**src/rtl/bl_pwm_pkg.sv**
```systemverilog
package bl_pwm_pkg;
   // Default layout of the control word and field widths.
   localparam int unsigned BL_WORD_W  = 32;
   localparam int unsigned BL_PER_W   = 15;
   localparam int unsigned BL_DUTY_W  = 16;
   localparam int unsigned BL_PER_LSB = 17;
   localparam int unsigned BL_EN_BIT  = 16;
endpackage

```
**src/rtl/bl_pwm_regs.sv**
```systemverilog
// Shadow and active copies of the modulation settings.
module bl_pwm_regs #(
   parameter int unsigned WORD_W  = 32,
   parameter int unsigned PER_W   = 15,
   parameter int unsigned DUTY_W  = 16,
   parameter int unsigned PER_LSB = 17,
   parameter int unsigned EN_BIT  = 16
) (
   input  logic              clk,
   input  logic              rst_n,
   input  logic              we,
   input  logic [WORD_W-1:0] wdata,
   input  logic              load,
   output logic              en_q,
   output logic [PER_W-1:0]  act_per,
   output logic [DUTY_W-1:0] act_duty
);
   logic [PER_W-1:0]  shd_per;
   logic [DUTY_W-1:0] shd_duty;
   logic [PER_W-1:0]  per_nxt;
   logic [DUTY_W-1:0] duty_nxt;

   // A write in the same cycle as a load goes straight through.
   always_comb begin
      per_nxt  = we ? wdata[PER_LSB +: PER_W] : shd_per;
      duty_nxt = we ? wdata[DUTY_W-1:0]       : shd_duty;
   end

   always_ff @(posedge clk) begin
      if (!rst_n) begin
         en_q     <= 1'b0;
         shd_per  <= '0;
         shd_duty <= '0;
         act_per  <= '0;
         act_duty <= '0;
      end else begin
         if (we) begin
            en_q     <= wdata[EN_BIT];
            shd_per  <= per_nxt;
            shd_duty <= duty_nxt;
         end
         if (load) begin
            act_per  <= per_nxt;
            act_duty <= duty_nxt;
         end
      end
   end
endmodule

```
**src/rtl/bl_pwm_counter.sv**
```systemverilog
// Position counter within the modulation period.
module bl_pwm_counter #(
   parameter int unsigned PER_W = 15
) (
   input  logic             clk,
   input  logic             rst_n,
   input  logic             run,
   input  logic             tick,
   input  logic [PER_W-1:0] act_per,
   output logic [PER_W:0]   cnt,
   output logic             wrap
);
   localparam int unsigned CNT_W = PER_W + 1;

   logic [CNT_W-1:0] last;

   assign last = {act_per, 1'b0} - CNT_W'(1);
   assign wrap = run && tick && (cnt == last);

   always_ff @(posedge clk) begin
      if (!rst_n) begin
         cnt <= '0;
      end else if (!run) begin
         cnt <= '0;
      end else if (tick) begin
         cnt <= wrap ? '0 : cnt + CNT_W'(1);
      end
   end
endmodule

```
**src/rtl/bl_pwm_compare.sv**
```systemverilog
// Clamps the duty to the doubled period and forms the output.
module bl_pwm_compare #(
   parameter int unsigned PER_W  = 15,
   parameter int unsigned DUTY_W = 16
) (
   input  logic              run,
   input  logic [PER_W:0]    cnt,
   input  logic [PER_W-1:0]  act_per,
   input  logic [DUTY_W-1:0] act_duty,
   output logic              hi
);
   localparam int unsigned CNT_W = PER_W + 1;
   localparam int unsigned CMP_W = (CNT_W > DUTY_W) ? CNT_W : DUTY_W;

   logic [CMP_W-1:0] cnt_x;
   logic [CMP_W-1:0] span_x;
   logic [CMP_W-1:0] duty_x;
   logic [CMP_W-1:0] limit;

   // Bring the count and the duty to one compare width.
   if (CNT_W == DUTY_W) begin : g_same_w
      assign cnt_x  = cnt;
      assign span_x = {act_per, 1'b0};
      assign duty_x = act_duty;
   end else if (CNT_W > DUTY_W) begin : g_cnt_wide
      assign cnt_x  = cnt;
      assign span_x = {act_per, 1'b0};
      assign duty_x = {{(CMP_W-DUTY_W){1'b0}}, act_duty};
   end else begin : g_duty_wide
      assign cnt_x  = {{(CMP_W-CNT_W){1'b0}}, cnt};
      assign span_x = {{(CMP_W-CNT_W){1'b0}}, act_per, 1'b0};
      assign duty_x = act_duty;
   end

   assign limit = (duty_x > span_x) ? span_x : duty_x;
   assign hi    = run && (cnt_x < limit);
endmodule

```
**src/rtl/bl_pwm_mod.sv**
```systemverilog
// Backlight PWM modulator top level.
module bl_pwm_mod
   import bl_pwm_pkg::*;
#(
   parameter int unsigned WORD_W  = BL_WORD_W,
   parameter int unsigned PER_W   = BL_PER_W,
   parameter int unsigned DUTY_W  = BL_DUTY_W,
   parameter int unsigned PER_LSB = BL_PER_LSB,
   parameter int unsigned EN_BIT  = BL_EN_BIT
) (
   input  logic              clk,
   input  logic              rst_n,
   input  logic              cfg_we,
   input  logic [WORD_W-1:0] cfg_wdata,
   input  logic              cyc_en,
   output logic              pwm_out
);
   localparam int unsigned CNT_W = PER_W + 1;

   // Elaboration-time checks on the control-word layout.
   if (PER_LSB + PER_W > WORD_W) begin : g_bad_per
      $error("period field exceeds the control word");
   end
   if (DUTY_W > EN_BIT || EN_BIT >= PER_LSB) begin : g_bad_layout
      $error("enable bit must lie between duty and period fields");
   end
   if (PER_W < 1 || DUTY_W < 1) begin : g_bad_w
      $error("field widths must be non-zero");
   end

   logic              en_q;
   logic [PER_W-1:0]  act_per;
   logic [DUTY_W-1:0] act_duty;
   logic [CNT_W-1:0]  cnt;
   logic              run;
   logic              wrap;
   logic              load;

   assign run  = en_q && (act_per != '0);
   assign load = !run || wrap;

   bl_pwm_regs #(
      .WORD_W (WORD_W),
      .PER_W  (PER_W),
      .DUTY_W (DUTY_W),
      .PER_LSB(PER_LSB),
      .EN_BIT (EN_BIT)
   ) u_regs (
      .clk     (clk),
      .rst_n   (rst_n),
      .we      (cfg_we),
      .wdata   (cfg_wdata),
      .load    (load),
      .en_q    (en_q),
      .act_per (act_per),
      .act_duty(act_duty)
   );

   bl_pwm_counter #(
      .PER_W(PER_W)
   ) u_counter (
      .clk    (clk),
      .rst_n  (rst_n),
      .run    (run),
      .tick   (cyc_en),
      .act_per(act_per),
      .cnt    (cnt),
      .wrap   (wrap)
   );

   bl_pwm_compare #(
      .PER_W (PER_W),
      .DUTY_W(DUTY_W)
   ) u_compare (
      .run     (run),
      .cnt     (cnt),
      .act_per (act_per),
      .act_duty(act_duty),
      .hi      (pwm_out)
   );
endmodule

```
**config.mk**
```make
export PLATFORM = sky130hd
export DESIGN_NAME = bl_pwm_mod
export DESIGN_NICKNAME = d
export VERILOG_FILES = /design/src/rtl/bl_pwm_pkg.sv /design/src/rtl/bl_pwm_regs.sv /design/src/rtl/bl_pwm_counter.sv /design/src/rtl/bl_pwm_compare.sv /design/src/rtl/bl_pwm_mod.sv
export SDC_FILE = /design/constraint.sdc
export NUM_CORES = 1
export LEC_CHECK = 0
export CAP_MARGIN = 20
export CORE_MARGIN = 8
export CORE_UTILIZATION = 45
export CTS_BUF_LIST = sky130_fd_sc_hd__clkbuf_16
export DETAILED_ROUTE_END_ITERATION = 8
export DONT_BUFFER_PORTS = 1
export PLACE_DENSITY = 0.68
export SLEW_MARGIN = 20
export SYNTH_ARGS = -nofsm -noshare
export SYNTH_HDL_FRONTEND = slang
export SYNTH_SLANG_ARGS = --single-unit
```
**constraint.sdc**
```tcl
create_clock -name clk -period 8.12 [get_ports clk]
set_clock_uncertainty 0.2 [all_clocks]
set_input_delay 1.624 -clock clk [delete_from_list [all_inputs] [get_ports clk]]
set_output_delay 1.624 -clock clk [all_outputs]
set_load 0.03 [all_outputs]
```
## After elaboration in Yosys (flattened, before gate mapping)

Cells that the tools add are included.

| operators by class | value |
|---|---|
| $add $sub $neg | 2 |
| magnitude comparators | 2 |
| equality and inequality tests | 1 |
| mux-type cells | 4 |
| reduce and logical (&&, ||, !) cells | 8 |

Operators with widths:

| cell | count |
|---|---|
| 16-bit 2-to-1 mux | 3 |
| 16-bit by 1-bit adder with 16-bit output, second input constant | 1 |
| 16-bit == test | 1 |
| 16-bit > comparator | 1 |
| 16-bit < comparator | 1 |
| 16-bit by 1-bit subtractor with 16-bit output, second input constant | 1 |
| 15-bit 2-to-1 mux | 1 |
| 15-bit nonzero test | 1 |
| 1-bit logical AND | 4 |
| 2-bit AND reduction | 1 |
| 1-bit logical NOT | 1 |
| 1-bit logical OR | 1 |

| word-level totals | value |
|---|---|
| register bits | 79 |
| input port bits | 36 |
| output and inout port bits | 1 |

## Logic depth before layout (Yosys ltp)

Gate-level depths: netlist of the first run.

| logic depth | value |
|---|---|
| depth after elaboration | 5 |
| mapped depth | 19 |

## By module

From an unflattened synthesis of the first run, not the netlist that was laid out.

| unflattened totals | value |
|---|---|
| cell total of the unflattened synthesis | 483 |
| area, all modules | 4468.0 um^2 |

By module, submodules not included:

| module | instances | cells an instance | area each (um^2) | sequential area each (um^2) |
|---|---|---|---|---|
| bl_pwm_regs | 1 | 206 | 2223.4 | 1261.2 |
| bl_pwm_counter | 1 | 160 | 1266.2 | 320.3 |
| bl_pwm_compare | 1 | 109 | 907.1 | 0.0 |
| bl_pwm_mod | 1 | 8 | 71.3 | 0.0 |

## Worst setup path after synthesis of the first run

Ideal clock, no wire load.

| timing path | value |
|---|---|
| path kind | register -> output |
| start point | register u_regs.act_per[4] |
| end point | output pwm_out |
| arrival | 4.027 ns |
| setup slack | 2.269 ns |
| cell stages (with the launch flop) | 20 |
| path buffers | 2 |
| cell sequence | dfxtp_1 > clkbuf_1 > inv_1 > ha_1 > a21o_1 > a21o_1 > a21oi_1 > a21oi_1 > nor4_1 > nor2_1 > clkbuf_1 > mux2i_1 > ha_1 > a21oi_1 > nor2b_1 > o21ai_0 > nand2b_1 > a21oi_1 > o221ai_1 > nor3_1 |

| between the ends | value |
|---|---|
| longest elaborated chain between the ends | 4 |

Ends and longest elaborated chain:

| what | line | text |
|---|---|---|
| start: declaration | bl_pwm_regs.sv:15 | `output logic [PER_W-1:0] act_per,` |
| start signal: assignment | bl_pwm_regs.sv:43 | `act_per <= per_nxt;` |
| 16-bit > comparator | bl_pwm_compare.sv:35 | `assign limit = (duty_x > span_x) ? span_x : duty_x;` |
| 16-bit 2-to-1 mux | bl_pwm_compare.sv:35 |  |
| 16-bit < comparator | bl_pwm_compare.sv:36 | `assign hi = run && (cnt_x < limit);` |
| 1-bit logical AND * | bl_pwm_compare.sv:36 |  |
| end: declaration | bl_pwm_mod.sv:16 | `output logic pwm_out` |

Every way passes the cells marked *; elsewhere a longest branch is shown, timed or not.

## Worst setup path in the final report of the first run

| timing path | value |
|---|---|
| start point | register u_regs.act_per[8] |
| end point | output pwm_out |

Same word-level chain as after synthesis.

==> results of run 1 <==
cell usage after synthesis (3+ instances only):
library cell   n  area share (%)
ha_1          32             8.3
inv_1         52             4.0
nor2_1        22             1.7
o41ai_1        3            0.55
mux2i_1       18             3.7
o21a_1         4            0.62
a41o_1        32             6.6
xnor2_1       14             2.5
o22ai_1       30             3.9
xor2_1        19             3.5
dfxtp_1       79              33
buf_6          4            0.93
o21ai_0        5            0.52
nand2_1       42             3.3
a21o_1         7             1.1
mux2_2        29             6.8
buf_2          3            0.31
a21oi_1        9            0.93
nand3_1        9            0.93
clkbuf_1      30             2.3
buf_1          3            0.23
nor3_1         8            0.83
nor2b_1        7            0.91
or3_1         32             4.2
nand4_1       12             1.6
and2_1         4            0.52
and3_1         5            0.65
kinds of logic (layout without fill, tap and decap cells):
group                      after synthesis  in the layout  share of synthesized area [%]
xor gates and xnor gates                33             33                           6.00
adders and majority gates               32             32                           8.31
muxes                                   47             47                           10.5
DFF                                     79             79                           32.8
AOI/OAI and AO/OA                      107            107                           17.1
and+or+nand+nor                        157            157                           17.3
buffers and inverters                   93             74                           8.02
worst max-delay path, stage by stage (launching register included):
cell	delay, ns
dfxtp_1	0.45
inv_1	0.15
ha_1	0.33
a21o_1	0.18
a21o_1	0.16
a21oi_1	0.13
o21ai_0	0.13
nor4_1	0.53
nor2_1	0.32
buf_4	0.27
mux2i_1	0.20
ha_1	0.28
a21oi_1	0.14
nor2b_1	0.05
o21ai_0	0.15
nand2b_1	0.07
a21oi_1	0.15
o221ai_1	0.12
nor3_1	0.80
power groups by stage:
| stage | clock (mW) | sequential, mW | combinational (mW) |
|---|---|---|---|
| 2_1_floorplan | 0 | 0.426 | 0.175 |
| 3_3_place_gp | 0 | 0.437 | 0.203 |
| 3_5_place_dp | 0 | 0.438 | 0.207 |
| 4_1_cts | 0.381 | 0.429 | 0.208 |
| 5_1_grt | 0.396 | 0.432 | 0.233 |
| 6_report | 0.371 | 0.430 | 0.208 |
flip-flops by register name, indices dropped and copies added (netlist names):
register / count
u_counter.cnt: 16
u_regs.act_duty: 16
u_regs.shd_duty: 16
u_regs.act_per: 15
u_regs.shd_per: 15
u_regs.en_q: 1
layer usage:
| layer | vias up | wire length [um] |
|---|---|---|
| met5 | - | 0 |
| met4 | 0 | 216 |
| met3 | 14 | 607 |
| met2 | 68 | 5330 |
| met1 | 1801 | 5820 |
| li1 | 1943 | - |
per-stage QoR:
stage | instances | cell area, um^2
finish | 665 | 5120
global route | 665 | 5120
CTS | 665 | 5120
detailed placement | 649 | 4850
global placement | 649 | 4850
floorplan | 548 | 4820
cells in the final DEF (no fill, tap or decap), types with 3 or more instances in the layout:
master,count
nand3_1,9
or2_2,3
ha_1,32
nand2_1,42
inv_1,53
o21a_1,4
a21oi_1,9
nor2b_1,7
mux2_2,29
mux2i_1,18
dfxtp_1,79
a41o_1,32
xnor2_1,14
a21o_1,7
buf_4,6
and2_1,4
xor2_1,19
nand4_1,12
clkbuf_16,9
and3_1,5
o22ai_1,30
or3_1,32
nor3_1,8
o21ai_0,5
nor2_1,22
layout make-up:
| cell class | count | area (um^2) | share of cell area, % |
|---|---|---|---|
| clock buffer | 9 | 225 | 4.39 |
| clock inverter | 7 | 48.8 | 0.952 |
| inverter | 52 | 195 | 3.81 |
| multi-input combinational | 376 | 2860 | 55.8 |
| sequential | 79 | 1580 | 30.9 |
| tap | 136 | 170 | 3.32 |
| timing repair buffer | 6 | 45.0 | 0.879 |
worst max path at each step:
| stage | cells past startpoint | slack [ns] | from | endpoint |
|---|---|---|---|---|
| after global routing | 18 | 0.84 | u_regs.act_per[8] | pwm_out |
| after floorplan | 19 | 2.27 | u_regs.act_per[4] | pwm_out |
| after CTS | 18 | 1.33 | u_regs.act_per[8] | pwm_out |
| after detailed placement | 18 | 1.72 | u_regs.act_per[8] | pwm_out |
| after global placement | 18 | 1.75 | u_regs.act_per[8] | pwm_out |
| final | 18 | 1.33 | u_regs.act_per[8] | pwm_out |
==> key figures, run 1 <==
Clocking
  • Clock slew at reported path FFs: 0.06 ns
  • Clock Latency Late Sink: 0.34 ns
  • CTS tree: done
  • Number of clock sinks: 79
  • Total CTS buffers: 9
  • H-tree Lvls: 3
  • Post-CTS Setup Bufs: 0
  • Post-CTS sizing: 0
  • Hold bufs inserted after CTS: 0
  • Clock Tree Buf Depth: 2
  • CTS Root Cell: clkbuf_16

Yosys
  • Synth cell types: 52
  • Yosys synthesis warning count: 0
  • Post-synth EDFFs: 0
  • Netlist Area Pre-Place: 0.00482 mm^2
  • Post-Syn Nets: 616
  • Syn avg cell area: 8.79 um^2
  • Most used flip-flop cell after synthesis: dfxtp_1
  • Asr flop ratio synth: 0%
  • Yosys reg bits: 79
  • Cells after Synth: 548
  • Sequential share of the synthesized area: 32.8%

Placement
  • Port bufs: 0
  • Gp weighted congestion: 0.875
  • Place WS: 1.72 ns
  • Detailed placement HPWL: 8860 um

Setup path
  • Crit path required time: 6.30 ns
  • Cells on worst reg2reg path: 7
  • R2r endpoint: u_counter.cnt[5]
  • CP Max Fanout: 9
  • Critical Path Source Type: flip-flop
  • Worst reg2reg path startpoint: u_regs.act_per[6]
  • Crit end category: output port
  • CP arrival: 4.97 ns
  • R2R Setup Slk: 4.08 ns
  • WS Path Type: flip-flop to output port

Power and ir drop
  • Worst IR Drop VDD: 197 uV
  • Gate power share: 20.6%
  • Leakage: 2.43 nW
  • Register share of total power: 42.6%
  • Switching share of power: 29.7%
  • Internal power: 0.709 mW
  • Total Power: 1.01 mW
  • Psw: 0.299 mW
  • P per Cell Area: 197 mW/mm^2
  • Clock network power share: 36.8%

Global route
  • First-pass GRT wire length: 20000 um
  • Overflow after GRT: 0
  • GRT busiest layer: met2
  • GRT Util Overall: 17.4%
  • Met2 GRT Util: 26.7%
  • Largest net degree at the start of global routing: 66
  • Initial antenna violation count: 0
  • Met3 Usage GRT: 4.64%
  • M1 GR Usage: 23.0%
  • Vias in the first global route: 3806

Timing
  • Achievable Freq: 147 MHz
  • Final worst path period share: 83.7%
  • RSZ-0062 raised after global routing: no
  • Final Critical Period: 6.79 ns
  • TNS Setup: 0 ns
  • Slew Limit Fails: 0
  • Final Setup Violations: 0
  • Max transition margin: 33.4%
  • Hold Slack: 0.353 ns
  • Hold Fails Final Rpt: 0
  • Actual slew at the worst max-slew pin: 0.992 ns
  • Post-route setup slack: 1.33 ns

Worst hold path
  • WHS Endpoint: u_regs.act_duty[7]
  • HP Class: flip-flop to flip-flop
  • WHS Path Cells: 1
  • Hold path start: u_regs.act_duty[7]

Floorplanning
  • Site Rows: 37
  • Die height: 119 um
  • Core Region: 0.0104 mm^2
  • I/O pin count: 37
  • Total die area: 0.0143 mm^2
  • Initial core utilization: 46.5%
  • Die X: 119 um

Cells and area
  • Antenna diodes: 0
  • Nets: 592
  • Layout area overhead: 6.33%
  • Fillers: 1001
  • Layout cells sized above 1: 10.6%
  • Finished Core Util: 49.4%

Detailed routing
  • DR vias: 3826
  • Final WL: 12000 um
  • Via density: 5.75
  • Drt pass-1 iters: 4
  • DRT antenna net count: 0
  • Routed len/inst: 18.0 um
  • DRC Markers: 0
  • DRT iter0 DRCs: 280

Run
  • Number of max-cap violations: 0

Status
  • Status: completed
Power figures use the tool's default switching activity.
==> run 2, diff against run 1 <==
- PLACE_DENSITY: 0.68 -> 0.7
- clock period: 8.12 -> 6.05 ns (I/O delays scaled with it)
==> run 2 against run 1 <==
Against the previous run:
- final cell count increased by 0.90%
- final area increased by 1.0%
- die area unchanged
- worst setup slack got worse by 0.95 ns
- worst hold slack got worse by 0.0017 ns
- register-to-register slack got worse by 2.4 ns
- non-clock buffer count increased by 6
- count of clock-buffer cells in the layout unchanged
==> key figures, run 2 (synthesis gave the netlist of run 1 again) <==
Clocking
  • Hold bufs inserted after CTS: 0 (unchanged)
  • CTS tree: done (unchanged)
  • Clock slew at reported path FFs: 0.06 ns (about the same)
  • Total CTS buffers: 9 (unchanged)
  • Clock Tree Buf Depth: 2 (unchanged)
  • Number of clock sinks: 79 (unchanged)
  • CTS Root Cell: clkbuf_16 (unchanged)
  • Post-CTS Setup Bufs: 0 (unchanged)
  • Clock Latency Late Sink: 0.35 ns (was 0.34 ns)
  • H-tree Lvls: 3 (unchanged)

Global route
  • Overflow after GRT: 0 (unchanged)
  • Vias in the first global route: 3696 (was 3806)
  • GRT Util Overall: 17.3% (was 17.4%)
  • First-pass GRT wire length: 19800 um (was 20000 um)
  • Largest net degree at the start of global routing: 66 (unchanged)
  • Initial antenna violation count: 0 (unchanged)

Worst hold path
  • HP Class: flip-flop to flip-flop (unchanged)

Floorplanning
  • Site Rows: 37 (unchanged)
  • Die height: 119 um (unchanged)
  • Die X: 119 um (unchanged)
  • Total die area: 0.0143 mm^2 (unchanged)
  • I/O pin count: 37 (unchanged)
  • Core Region: 0.0104 mm^2 (unchanged)
  • Initial core utilization: 46.5% (unchanged)

Timing
  • Max transition margin: 29.9% (was 33.4%)
  • Final Setup Violations: 0 (unchanged)
  • Hold Slack: 0.352 ns (was 0.353 ns)
  • Achievable Freq: 176 MHz
  • Slew Limit Fails: 0 (unchanged)
  • Final Critical Period: 5.67 ns
  • Actual slew at the worst max-slew pin: 1.04 ns (was 0.992 ns)
  • Hold Fails Final Rpt: 0 (unchanged)
  • Post-route setup slack: 0.378 ns (was 1.33 ns)
  • TNS Setup: 0 ns (unchanged)
  • RSZ-0062 raised after global routing: no (unchanged)
  • Final worst path period share: 93.8%

Cells and area
  • Fillers: 999 (was 1001)
  • Top Registers: u_counter.cnt (16), u_regs.act_duty (16), u_regs.shd_duty (16) (unchanged)
  • Layout cells sized above 1: 12.0% (was 10.6%)
  • Commonest non-fill, non-tap cell in the layout: dfxtp_1 (unchanged)
  • Nets: 598 (was 592)
  • Finished Core Util: 49.9% (was 49.4%)
  • Antenna diodes: 0 (unchanged)
  • Most frequent cells in the layout: dfxtp_1 (79), inv_1 (54), nand2_1 (42) (was dfxtp_1 (79), inv_1 (53), nand2_1 (42))
  • Layout area overhead: 7.42% (was 6.33%)

Setup path
  • CP arrival: 4.26 ns (was 4.97 ns)
  • WP buf/inv: 3 (was 2)
  • Critical Path Source Type: flip-flop (unchanged)
  • WS Path Type: flip-flop to output port (unchanged)
  • Worst-path cell chain: inv_1 > ha_1 > a21o_1 > a21o_1 > a21oi_1 > o21ai_0 > nor4_2 > nor2_4 > buf_4 > mux2i_1 > ha_1 > nand3_1 > nor2_1 > nand2_1 > or3_1 > a21oi_1 > nor3_1 > buf_4 (was inv_1 > ha_1 > a21o_1 > a21o_1 > a21oi_1 > o21ai_0 > nor4_1 > nor2_1 > buf_4 > mux2i_1 > ha_1 > a21oi_1 > nor2b_1 > o21ai_0 > nand2b_1 > a21oi_1 > o221ai_1 > nor3_1)
  • Slowest CP cell: nor4_2 (was nor3_1)
  • Crit path required time: 4.64 ns (was 6.30 ns)
  • Crit end category: output port (unchanged)
  • CP Max Fanout: 8 (was 9)
  • Slowest stage delay, CP: 0.44 ns (was 0.80 ns)
  • CP top delay family: simple AND/OR/NAND/NOR gates (unchanged)

Power and ir drop
  • Leakage: 2.47 nW (was 2.43 nW)
  • Worst IR Drop VDD: 252 uV (was 197 uV)
  • P per Cell Area: 262 mW/mm^2 (was 197 mW/mm^2)
  • Total Power: 1.36 mW (was 1.01 mW)

Detailed routing
  • DRT antenna net count: 0 (unchanged)
  • Final WL: 11900 um (was 12000 um)
  • Routed len/inst: 17.7 um (was 18.0 um)
  • DR vias: 3847 (was 3826)
  • Via density: 5.73 (was 5.75)
  • DRT iter0 DRCs: 258 (was 280)
  • Drt pass-1 iters: 4 (unchanged)
  • DRC Markers: 0 (unchanged)

Status
  • Status: completed (unchanged)

Placement
  • Port bufs: 0 (unchanged)
  • Place WS: 0.555 ns (was 1.72 ns)
  • Detailed placement HPWL: 8740 um (was 8860 um)
  • Gp weighted congestion: 0.921 (was 0.875)

Run
  • Number of max-cap violations: 0 (unchanged)
run 2: changes by cell type in the layout (fill, tap and decap cells not counted), sizes merged:
cell,before,now
clkinvlp,2,1
inv,54,55
buf,6,12
run 2: worst paths after layout:
check	endpoint	start	cells after the start	slack, ns
setup reg to reg	u_counter.cnt[3]	u_regs.act_per[6]	9	1.72
setup / recovery	pwm_out	u_regs.act_per[8]	18	0.38
hold / removal	u_regs.act_duty[7]	u_regs.act_duty[7]	1	0.35
hold reg to reg	u_regs.act_duty[7]	u_regs.act_duty[7]	1	0.35
run 2: layout make-up:
class | instances | area [um^2] | area share, %
inverters | 52 | 195 | 3.77
clock inverters | 7 | 41.3 | 0.797
repair buffers | 12 | 90.1 | 1.74
multi-input cells | 376 | 2870 | 55.5
well taps | 136 | 170 | 3.29
flip-flops and latches | 79 | 1580 | 30.5
clock buffers | 9 | 225 | 4.35
run 2: what timing repair did:
item,4_1_cts,5_1_grt
resized for setup,0,3
setup endpoints to repair,0,1
endpoints found under the hold margin,0,0
run 2: per-layer routing:
layer  up-vias  global-route usage, %  part of all wire (%)
li1       1953                      -                     -
met1      1787                   22.9                    47
met2        88                   25.4                    43
met3        19                   5.49                   7.3
met4         0                   6.95                   2.5
met5         -                      0                     0
run 2: per-stage QoR:
stage | std cells | instance area [um^2]
final | 671 | 5180
after global routing | 671 | 5180
after CTS | 671 | 5160
after detailed placement | 655 | 4900
after global placement | 655 | 4900
after floorplan | 548 | 4820
run 2: where the power goes:
| part | switching [mW] | total [mW] | internal, mW |
|---|---|---|---|
| combinational | 0.159 | 0.292 | 0.133 |
| clock | 0.218 | 0.493 | 0.275 |
| sequential | 0.0241 | 0.572 | 0.548 |
| total | 0.402 | 1.36 | 0.955 |
run 2: worst register-to-register path, cell delays in order (launching register included):
cell     delay [ns]
dfxtp_1        0.31
buf_4          0.16
nor4_2         0.54
nand4_1        0.23
or3_1          0.41
xnor2_1        0.15
or4_1          0.87
buf_4          0.34
o21ai_1        0.83
nor2_1         0.12
